[src/rtl/rsq_pkg.sv]
package rsq_pkg;
  typedef enum logic [1:0] {
    RSQ_WAIT = 2'd0,
    RSQ_HELD = 2'd1,
    RSQ_INIT = 2'd2,
    RSQ_RUN  = 2'd3
  } rsq_state_t;
endpackage

[src/rtl/rsq_sync.sv]
module rsq_sync #(
  parameter int STAGES = 2
) (
  input  logic clk,
  input  logic clr,
  input  logic din,
  output logic dout
);
  generate
    if (STAGES < 2) begin : g_bad_depth
      $error("rsq_sync needs at least two stages");
    end
  endgenerate

  logic [STAGES-1:0] chain;

  always_ff @(posedge clk) begin
    if (clr) chain <= '0;
    else     chain <= {chain[STAGES-2:0], din};
  end

  assign dout = chain[STAGES-1];
endmodule

[src/rtl/rsq_width.sv]
module rsq_width #(
  parameter int MIN_HIGH = 4
) (
  input  logic clk,
  input  logic clr,
  input  logic level,
  output logic long_ok
);
  localparam int SAT   = MIN_HIGH + 1;
  localparam int CNT_W = $clog2(SAT + 1);

  logic [CNT_W-1:0] cnt;

  // saturating count of consecutive synchronized-high cycles
  always_ff @(posedge clk) begin
    if (clr || !level)           cnt <= '0;
    else if (cnt != CNT_W'(SAT)) cnt <= cnt + 1'b1;
  end

  assign long_ok = (cnt > CNT_W'(MIN_HIGH));

  assert_width_sat_R4: assert property (@(posedge clk) disable iff (clr)
    cnt <= CNT_W'(SAT));
endmodule

[src/rtl/rsq_tick.sv]
module rsq_tick #(
  parameter int LIMIT = 7
) (
  input  logic clk,
  input  logic clr,
  input  logic run,
  output logic at_last
);
  localparam int CW = $clog2(LIMIT + 1);
  localparam logic [CW-1:0] LAST = CW'(LIMIT - 1);

  logic [CW-1:0] cnt;

  always_ff @(posedge clk) begin
    if (clr || !run)     cnt <= '0;
    else if (cnt != LAST) cnt <= cnt + 1'b1;
  end

  assign at_last = (cnt == LAST);

  assert_tick_range_R5: assert property (@(posedge clk) disable iff (clr)
    cnt <= LAST);
endmodule

[src/rtl/core_reset_seq.sv]
module core_reset_seq
  import rsq_pkg::*;
#(
  parameter int SYNC_STAGES = 2,
  parameter int MIN_HIGH    = 4,
  parameter int INIT_CYCLES = 7,
  parameter int NMI_HOLD    = 2,
  parameter int ADDR_W      = 20,
  parameter logic [ADDR_W-1:0] START_ADDR = 'hFFFF0
) (
  input  logic              clk,
  input  logic              rst_pin,
  input  logic              power_up_done,
  output logic              core_halt,
  output logic              core_start,
  output logic [ADDR_W-1:0] start_addr,
  output logic              reset_too_short,
  output logic              nmi_allowed
);
  logic clr;
  logic rst_s;
  logic long_ok;
  logic init_done;
  logic nmi_ready;

  rsq_state_t state_q, state_d;

  assign clr = ~power_up_done;

  rsq_sync #(.STAGES(SYNC_STAGES)) u_sync (
    .clk (clk),
    .clr (clr),
    .din (rst_pin),
    .dout(rst_s)
  );

  rsq_width #(.MIN_HIGH(MIN_HIGH)) u_width (
    .clk    (clk),
    .clr    (clr),
    .level  (rst_s),
    .long_ok(long_ok)
  );

  rsq_tick #(.LIMIT(INIT_CYCLES)) u_init (
    .clk    (clk),
    .clr    (clr),
    .run    (state_q == RSQ_INIT),
    .at_last(init_done)
  );

  rsq_tick #(.LIMIT(NMI_HOLD)) u_nmi (
    .clk    (clk),
    .clr    (clr),
    .run    ((state_q == RSQ_INIT) || (state_q == RSQ_RUN)),
    .at_last(nmi_ready)
  );

  always_comb begin
    state_d = state_q;
    unique case (state_q)
      RSQ_WAIT: if (rst_s) state_d = RSQ_HELD;
      RSQ_HELD: if (!rst_s) state_d = long_ok ? RSQ_INIT : RSQ_WAIT;
      RSQ_INIT: begin
        if (rst_s)          state_d = RSQ_HELD;
        else if (init_done) state_d = RSQ_RUN;
      end
      RSQ_RUN:  if (rst_s) state_d = RSQ_HELD;
      default:  state_d = RSQ_WAIT;
    endcase
  end

  logic post_now, post_next;
  assign post_now  = (state_q == RSQ_INIT) || (state_q == RSQ_RUN);
  assign post_next = (state_d == RSQ_INIT) || (state_d == RSQ_RUN);

  always_ff @(posedge clk) begin
    if (clr) begin
      state_q         <= RSQ_WAIT;
      core_halt       <= 1'b1;
      core_start      <= 1'b0;
      start_addr      <= '0;
      reset_too_short <= 1'b0;
      nmi_allowed     <= 1'b0;
    end else begin
      state_q         <= state_d;
      core_halt       <= (state_d != RSQ_RUN);
      core_start      <= (state_q == RSQ_INIT) && (state_d == RSQ_RUN);
      reset_too_short <= (state_q == RSQ_HELD) && !rst_s && !long_ok;
      nmi_allowed     <= post_now && post_next && nmi_ready;
      if ((state_q == RSQ_INIT) && (state_d == RSQ_RUN))
        start_addr <= START_ADDR;
    end
  end

  assert_halt_hold_R3: assert property (@(posedge clk) disable iff (clr)
    rst_s |=> core_halt);

  assert_short_once_R4: assert property (@(posedge clk) disable iff (clr)
    reset_too_short |=> !reset_too_short);

  assert_short_no_start_R4: assert property (@(posedge clk) disable iff (clr)
    reset_too_short |-> (core_halt && !core_start));

  assert_start_pulse_R5: assert property (@(posedge clk) disable iff (clr)
    core_start |=> !core_start);

  assert_start_addr_R6: assert property (@(posedge clk) disable iff (clr)
    core_start |-> (start_addr == START_ADDR));

  assert_halt_release_R7: assert property (@(posedge clk) disable iff (clr)
    $fell(core_halt) |-> core_start);

  assert_nmi_mask_R8: assert property (@(posedge clk) disable iff (clr)
    (state_q == RSQ_HELD) |-> !nmi_allowed);

  assert_abort_R9: assert property (@(posedge clk) disable iff (clr)
    ((state_q == RSQ_INIT) && rst_s) |=> (core_halt && !core_start));
endmodule

[config.mk]
export PLATFORM = sky130hd
export DESIGN_NAME = core_reset_seq
export DESIGN_NICKNAME = d
export VERILOG_FILES = /design/src/rtl/rsq_pkg.sv /design/src/rtl/rsq_sync.sv /design/src/rtl/rsq_width.sv /design/src/rtl/rsq_tick.sv /design/src/rtl/core_reset_seq.sv
export SDC_FILE = /design/constraint.sdc
export NUM_CORES = 1
export LEC_CHECK = 0
export ABC_AREA = 0
export BUFFER_PORTS_ARGS = -buffer_cell sky130_fd_sc_hd__buf_2
export CAP_MARGIN = 20
export CORE_UTILIZATION = 50
export DETAILED_ROUTE_END_ITERATION = 12
export HOLD_SLACK_MARGIN = 0.12
export PLACE_DENSITY = 0.88
export SETUP_SLACK_MARGIN = 0.5
export SYNTH_ARGS = -nofsm -noshare
export SYNTH_HDL_FRONTEND = slang
export SYNTH_HIERARCHICAL = 1
export SYNTH_SLANG_ARGS = --single-unit
export TNS_END_PERCENT = 30
[constraint.sdc]
create_clock -name clk -period 1.8 [get_ports clk]
set_input_delay 0 -clock clk [delete_from_list [all_inputs] [get_ports clk]]
set_output_delay 0 -clock clk [all_outputs]
set_load 0.02 [all_outputs]
* Yosys cells after proc, flatten, opt, wreduce, memory -nomap -nowiden
Cells that the tools add are included.
Storage, ports and cells: output and inout port bits 24, register bits after elaboration 17, latch bits 0, RAM bits 0, ROM bits 0, input bits 3, memories kept 0
Cells by class: magnitude comparators 1, equal/unequal tests 11, shifts and indexed selects 0, reduce and logical (&&, ||, !) cells 16, div/mod/pow operators 0, $add $sub $neg 3, $mul 0, mux-type cells 6, bitwise operators 1
Operator list (number):
- 2-bit two-way mux | 5
- 2-bit == test (second input constant) | 4
- 3-bit by 1-bit adder with 3-bit output (second input constant) | 2
- 3-bit inequality test (second input constant) | 2
- 2-bit one-hot mux with 3 select lines | 1
- 1-bit logical AND | 5
- 1-bit logical OR | 5
- 2-bit by 1-bit == test with 1-bit output (second input constant) | 2
- 1-bit zero test | 4
- 3-bit == test (second input constant) | 1
- 3-bit greater-than comparator (second input constant) | 1
- 2-bit by 1-bit adder with 2-bit output (second input constant) | 1
- 2-bit zero test | 1
- 2-bit by 1-bit inequality test with 1-bit output (second input constant) | 1
- 2-bit inequality test (second input constant) | 1
- 2-bit OR reduction | 1
- 1-bit NOT | 1

* Longest topological paths before layout
Gate-level depths: netlist of the first run.
depth after elaboration 8, mapped depth 6

* Hierarchy
The synthesis of the first run kept the hierarchy.
By module, submodules not included:
- core_reset_seq | cells each 57, times used 1, area each 494.2 µm²
- rsq_width | cells each 19, times used 1, area each 178.9 µm²
- rsq_tick (u_init) | cells each 17, times used 1, area each 162.7 µm²
- rsq_tick (u_nmi) | cells each 10, times used 1, area each 101.3 µm²
- rsq_sync | cells each 4, times used 1, area each 52.6 µm²

* Worst setup path before layout of the first run
No wires, ideal clock.
path type register to register, start point register state_q[1], end point register core_halt, cell stages (with the launch flop) 6, setup slack 0.178 ns, path buffers 0, period minus slack after synthesis 1.622 ns, arrival time 1.488 ns, setup time 0.134 ns, required time 1.666 ns, cells stage by stage dfxtp_1 -> inv_1 -> ha_1 -> nor2b_1 -> o21a_2 -> or4b_1
Between the ends: longest elaborated chain between the ends 4
Ends and longest elaborated chain:
- start: declaration | line core_reset_seq.sv:26 | rsq_state_t state_q, state_d;
- start signal: assignment | line core_reset_seq.sv:85 | state_q <= state_d;
- 2-bit == test, or another cell as far along | line core_reset_seq.sv:60 | unique case (state_q)
- 2-bit OR reduction (no line) / 2-bit two-way mux (equally long branches)
- 2-bit one-hot mux with 3 select lines (*) | line core_reset_seq.sv:60
- 2-bit inequality test (*) | line core_reset_seq.sv:86 | core_halt <= (state_d != RSQ_RUN);
- end signal: assignment | line core_reset_seq.sv:86
- end: declaration | line core_reset_seq.sv:14 | output logic core_halt,
Mark *: on every way between the ends. The rest lies on a longest branch, timed or not. A chain may end at the register's enable or synchronous reset.

* Worst setup path in the final report of the first run
start point register state_q[0], end point register core_halt
The elaborated chain is that of the path after synthesis.

==> results.md, run 1 <==
- Status: finished clean
- Initial antenna violation count: 0
- Final setup viols: 0
- Via density: slightly below 5
- Crit Path Category: flip-flop to flip-flop
- Die Span Y: about 46 um
- Sequential element share of the synthesized area: about 34%
- Worst Path Arrival: 1730 ps
- Synthesis-stage register bit count: 17
- Asr flop ratio synth: 0%
- Die W: roughly 46 um
- CTS tree: done
- Hold slack final: about 450 ps
- Int Pwr: between 400 and 500 uW
- Setup TNS: 0 ps
- Share of cells above drive strength 1: between 50% and 60%
- Post-route clock period utilization: between 80% and 90%
- Reg-to-reg startpoint: state_q[0]
- Count of clock tree sinks: 17
- Post-synthesis xor/xnor area fraction: less than 1%
- Cell row count: 15
- Drt pass-1 iters: 4
- Clk pwr share: approximately 33%
- Hold EP: u_sync/chain[1]
- Fin. Hold Viols: 0
- Post-route clock skew: between 8 and 9 ps
- Total Routing Usage GR: 18.7%
- Maximum root-to-sink buffer count: 2
- Leading cell type in the layout, fill and taps excluded: buf_2
- Routed Wire Length: 1870 um
- Worst stage delay on the critical path: 450 ps
- Most frequent cells in the layout: buf_2 (22), dfxtp_1 (11), buf_4 (10), ha_1 (7), nand3_1 (5)
- Depth of the most critical reg-to-reg path: 5
- Diode count: 0
- Critical Path, Cell by Cell: inv_2 -> ha_4 -> o22ai_2 -> a211oi_2 -> or4b_1
- Max IR drop VDD: around 0.45 mV
- Via count: 770
- H-tree levels: 1
- Vias in the first global route: roughly 660
- Post-route DRC: 0
- Routed len/inst: 12.1 um
- Post-synthesis mux area share: 0%
- Fillers: 137
- Avg Cell Area, Syn: between 9 and 10 um^2
- Syn Std Cell Area: around 990 um^2
- Register area: roughly 360 um^2
- Final min period: 1540 ps
- Clock Latency Late Sink: approximately 300 ps
- Critical hold path startpoint: u_sync/chain[0]
- Max-Cap Viols: 0
- Hold crit path type: flip-flop to flip-flop
- CP startpoint kind: flip-flop
- Top_reg_cell synth: dfxtp_1
- Layout Nets: ~150
- Yosys cell types: 29
- Delay-heaviest family, CP: simple AND/OR/NAND/NOR gates
- Multi-input logic area: 568 um^2
- Largest family of logic cells by synthesized area: simple AND/OR/NAND/NOR gates
- RR Endpoint: core_halt
- Synth Area in Adders: 13.9%
- Starting density of the core: between 50% and 60%
- Synth-to-Final Area Change: 24.3%
- Buf/Inv on CP: 1
- Combinational Power Share: roughly 6.8%
- First-pass GRT wire length: around 2800 um
- Post-DRT Antenna Nets: 0
- Switch share: ~25%
- Worst-path fanout max: 4
- Slowest cell on crit path: or4b_1
- EDFF count, synth: 0
- Slew Viols, Final: 0
- Hold Path Depth: 1
- Yosys warns: 6
- Register share of total power: about three fifths
- IO Count: 27
- Power Dens Cells: roughly 510 nW/um^2
- # port buffers: 22
- DP HPWL: approximately 1200 um
- Largest net degree at the start of global routing: 18
- Crit path required time: 1980 ps
- Synth Area in Simple Gates: around a fifth
- Net switching power: ~160 uW
- Leakage: 0.000577 uW
- Inserted Clock Buffers: 3
- Die area: between 2000 and 2500 um^2
- Reg2reg setup slack: 260 ps
- Clk pin slew, worst setup/hold paths: between 100 and 150 ps
- GPL Wtd Cong: 0.793
- Core region area: about 1800 um^2
- FMAX: between 600 and 700 MHz
- Post-synthesis compound-gate area fraction: ~13%
- RSZ-0062 raised after global routing: true
- Clock Tree Root: clkbuf_4
- Initial DRC count: 10
- Synthesized instance count: approximately 110
- CP Capture Type: flip-flop
- Global route overflow: 0
## cell families after synthesis
| logic type | count (synthesis) |
|---|---|
| AO/OA/AOI/OAI | 17 |
| XOR/XNOR | 1 |
| adder cells (fa/ha/maj) | 11 |
| buffers and inverters | 27 |
| flip-flops | 17 |
| other | 1 |
| AND/OR/NAND/NOR | 33 |
## worst reg2reg max path, cell delays in order (launching register included)
cell	delay, ps
dfxtp_4	390
inv_2	50
ha_4	260
o22ai_2	60
a211oi_2	210
or4b_1	450
## power by group through the flow
| stage | Sequential [uW] | Clock (uW) | Combinational (uW) |
|---|---|---|---|
| after floorplan | 388 | 0 | 29.9 |
| after global placement | 389 | 0 | 28.0 |
| after detailed placement | 389 | 0 | 29.5 |
| after CTS | 379 | 209 | 41.5 |
| after global routing | 380 | 221 | 47.7 |
| final | 379 | 211 | 43.2 |
## worst max-delay path by stage
| stage | start | end | cells after the start |
|---|---|---|---|
| 3_5_place_dp | u_width/cnt[1] | core_halt | 6 |
| 3_3_place_gp | state_q[0] | core_halt | 5 |
| 2_1_floorplan | state_q[0] | core_halt | 5 |
| 6_report | state_q[0] | core_halt | 5 |
| 5_1_grt | state_q[0] | core_halt | 5 |
| 4_1_cts | state_q[1] | core_halt | 5 |
## sequential cells by signal, indices dropped and copies added (netlist names)
name	flops
state_q	2
u_width/cnt	3
reset_too_short	1
core_halt	1
start_addr	1
core_start	1
u_nmi/cnt	2
u_sync/chain	2
u_init/cnt	3
nmi_allowed	1
## timing repair
item | in CTS | in global routing
gates resized for setup | 8 | 3
hold buffers | 3 | 0
setup endpoints to repair | 6 | 9
buffers inserted | 10 | 0
hold endpoints to repair | 4 | 0
pin swaps | 7 | 1
## cell type report
| class | count | share of cell area [%] |
|---|---|---|
| clock buffers | 3 | 1.83 |
| inverters | 8 | 2.64 |
| flip-flops and latches | 17 | 28.9 |
| well taps | 25 | 2.54 |
| clock inverters | 1 | 0.407 |
| repair buffers | 35 | 17.5 |
| multi-input cells | 66 | 46.2 |
## cell usage after synthesis, types with 2 or more instances
cell type  count  share of area, %
a211oi_1       2               1.5
inv_1          8               3.0
nand3_1        5               2.5
nor3_1         3               1.5
nor3_2         2               2.0
buf_4         19                14
o31ai_1        2               1.5
nand2b_1       3               1.9
a21oi_1        5               2.5
nor2b_1        5               3.2
and2_2         2               1.5
dfxtp_1       17                34
a21o_2         3               2.7
ha_1          11                14
nor2_1         4               1.5
and3b_1        2               1.8
nand2_1        2              0.76
## stage by stage
step	util, %	setup WS [ps]	total power, uW	instances	area (um^2)
after detailed placement	59.1	186	419	138	1050
after global placement	59.1	213	417	138	1050
after floorplan	-	285	418	110	1050
after global routing	69.0	209	648	155	1230
final	69.0	258	633	155	1230
after CTS	68.4	280	629	155	1220
## metal layers
layer  global-route usage, %  wire [um]  vias up
met2                    31.1        897       29
met3                    3.53         78        4
li1                        -          -      383
met5                       0          0        -
met1                    21.4        863      354
met4                    12.4         34        0
No activity file was read; power rests on OpenSTA's default activity.
==> inputs of run 2 (changes only) <==
CELL_PAD_IN_SITES_DETAIL_PLACEMENT = 2   (was default)
CELL_PAD_IN_SITES_GLOBAL_PLACEMENT = 2   (was default)
CORE_UTILIZATION = 30   (was 50)
==> results.md, run 2 (synthesized netlist as in run 1, its figures left out) <==
- Core region area: 3100 um^2 (was 1780 um^2)
- Layout Nets: 148 (was 145)
- # port buffers: 22 (unchanged)
- Setup TNS: 0 ps (unchanged)
- Worst Path Arrival: 1820 ps (was 1730 ps)
- Count of clock tree sinks: 17 (unchanged)
- IO Count: 27 (unchanged)
- Die Span Y: 59.4 um (was 46.5 um)
- Total Routing Usage GR: 15.6% (was 18.7%)
- Crit Path Category: flip-flop to flip-flop (unchanged)
- Vias in the first global route: 829 (was 662)
- Reg2reg setup slack: 160 ps (was 260 ps)
- Power, Total: 639 uW (was 633 uW)
- CTS tree: done (unchanged)
- Post-route clock skew: 4.97 ps (was 8.03 ps)
- Max IR drop VDD: 0.255 mV (was 0.452 mV)
- Setup WS post-layout: 158 ps (was 258 ps)
- Global route overflow: 0 (unchanged)
- Critical hold path startpoint: u_sync/chain[0] (unchanged)
- Fillers: 357 (was 137)
- Drt pass-1 iters: 4 (unchanged)
- H-tree levels: 1 (unchanged)
- Worst-path fanout max: 3 (was 4)
- Top flop regs: u_init/cnt x3, u_width/cnt x3 (unchanged)
- Synth-to-Final Area Change: 29.3% (was 24.3%)
- Net switching power: 157 uW (was 155 uW)
- Hold EP: u_sync/chain[1] (unchanged)
- Via count: 811 (was 770)
- Via density: 4.58 (was 4.97)
- FMAX: 609 MHz (was 648 MHz)
- Initial antenna violation count: 0 (unchanged)
- Depth of the most critical reg-to-reg path: 5 (unchanged)
- Post-DRT Antenna Nets: 0 (unchanged)
- Inserted Clock Buffers: 3 (unchanged)
- Combinational Power Share: 7.1% (was 6.8%)
- Int Pwr: 482 uW (was 478 uW)
- Cell row count: 20 (was 15)
- RSZ-0062 raised after global routing: true (unchanged)
- RR Endpoint: core_halt (unchanged)
- Slew Viols, Final: 0 (unchanged)
- CP Capture Type: flip-flop (unchanged)
- Routed len/inst: 15.2 um (was 12.1 um)
- Die W: 59.4 um (was 46.5 um)
- Final setup viols: 0 (unchanged)
- Leading cell type in the layout, fill and taps excluded: buf_2 (unchanged)
- Register share of total power: 59.3% (was 59.9%)
- Routed Wire Length: 2700 um (was 1870 um)
- Final min period: 1640 ps (was 1540 ps)
- Power Dens Cells: 499 nW/um^2 (was 515 nW/um^2)
- Starting density of the core: 31.9% (was 55.5%)
- Initial DRC count: 5 (was 10)
- CP startpoint kind: flip-flop (unchanged)
- Largest net degree at the start of global routing: 18 (unchanged)
- Status: finished clean (unchanged)
- Clk pin slew, worst setup/hold paths: 100 ps (was 110 ps)
- GPL Wtd Cong: 0.776 (was 0.793)
- Most frequent cells in the layout: buf_2 (22), buf_4 (12), dfxtp_1 (11), ha_1 (7) (was buf_2 (22), dfxtp_1 (11), buf_4 (10), ha_1 (7), nand3_1 (5))
- Post-route DRC: 0 (unchanged)
- Crit path required time: 1980 ps (about the same)
- Reg-to-reg startpoint: state_q[1] (was state_q[0])
- Max-Cap Viols: 0 (unchanged)
- Die area: 3530 um^2 (was 2160 um^2)
- Hold Path Depth: 1 (unchanged)
- Worst slack, placed: 103 ps (was 186 ps)
- Share of cells above drive strength 1: 51.1% (was 51.5%)
- Clock Tree Root: clkbuf_4 (unchanged)
- Hold crit path type: flip-flop to flip-flop (unchanged)
- Leakage: 0.000592 uW (was 0.000577 uW)
- Post-route clock period utilization: 91.2% (was 85.7%)
- First-pass GRT wire length: 3970 um (was 2750 um)
- Clock Latency Late Sink: 300 ps (about the same)
- DP HPWL: 1650 um (was 1160 um)
- Maximum root-to-sink buffer count: 2 (unchanged)
- Clk pwr share: 33.6% (was 33.3%)
- Switch share: 24.6% (was 24.5%)
- Diode count: 0 (unchanged)
- Fin. Hold Viols: 0 (unchanged)
-- run 2: cell type report --
type	instances	area, um^2	area share [%]
multi-input cells	66	561	43.8
flip-flops and latches	17	355	27.8
repair buffers	38	250	19.6
well taps	44	55.1	4.30
inverters	8	32.5	2.54
clock buffers	4	26.3	2.05
-- run 2: worst max-delay path, cell delays in order, from the launching register on --
cell      delay [ps]
dfxtp_4          380
buf_12           130
ha_4             270
o22ai_2           60
a211oi_2         250
or4b_1           450
-- run 2: repair_timing --
action,in CTS,in global routing
hold buffers,3,0
setup buffers,11,2
hold endpoints to repair,4,0
pin swaps,5,2
setup endpoints to repair,6,10
gates resized for setup,8,2
-- run 2: power by group through the flow --
stage | Combinational (uW) | Sequential, uW | Clock [uW]
floorplan | 29.9 | 388 | 0
global placement | 28.9 | 389 | 0
detailed placement | 29.9 | 390 | 0
CTS | 41.7 | 379 | 224
global route | 49.5 | 380 | 234
finish | 45.4 | 379 | 214
-- run 2: per-layer routing --
metal  track usage (%)  up-vias  routed length, um
li1                  -      388                  -
met1              16.1      396               1030
met2              31.5       23               1540
met3              1.97        4                 97
met4              5.10        0                 28
met5                 0        -                  0
-- run 2: per-stage QoR --
step	util, %	std cells	hold slack (ps)	instance area, um^2
after floorplan	-	110	113	1050
after global placement	34.7	157	217	1080
after detailed placement	34.7	157	233	1080
after CTS	40.2	175	467	1250
after global routing	41.3	177	484	1280
final	41.3	177	454	1280
-- run 2: how the worst max path moves through the flow --
stage | start | end | slack, ps
final | state_q[1] | core_halt | 160
after global routing | u_init/cnt[0] | core_halt | 110
after CTS | u_init/cnt[0] | core_halt | 240
after detailed placement | u_width/cnt[1] | core_halt | 100
after global placement | state_q[0] | core_halt | 190
after floorplan | state_q[0] | core_halt | 280
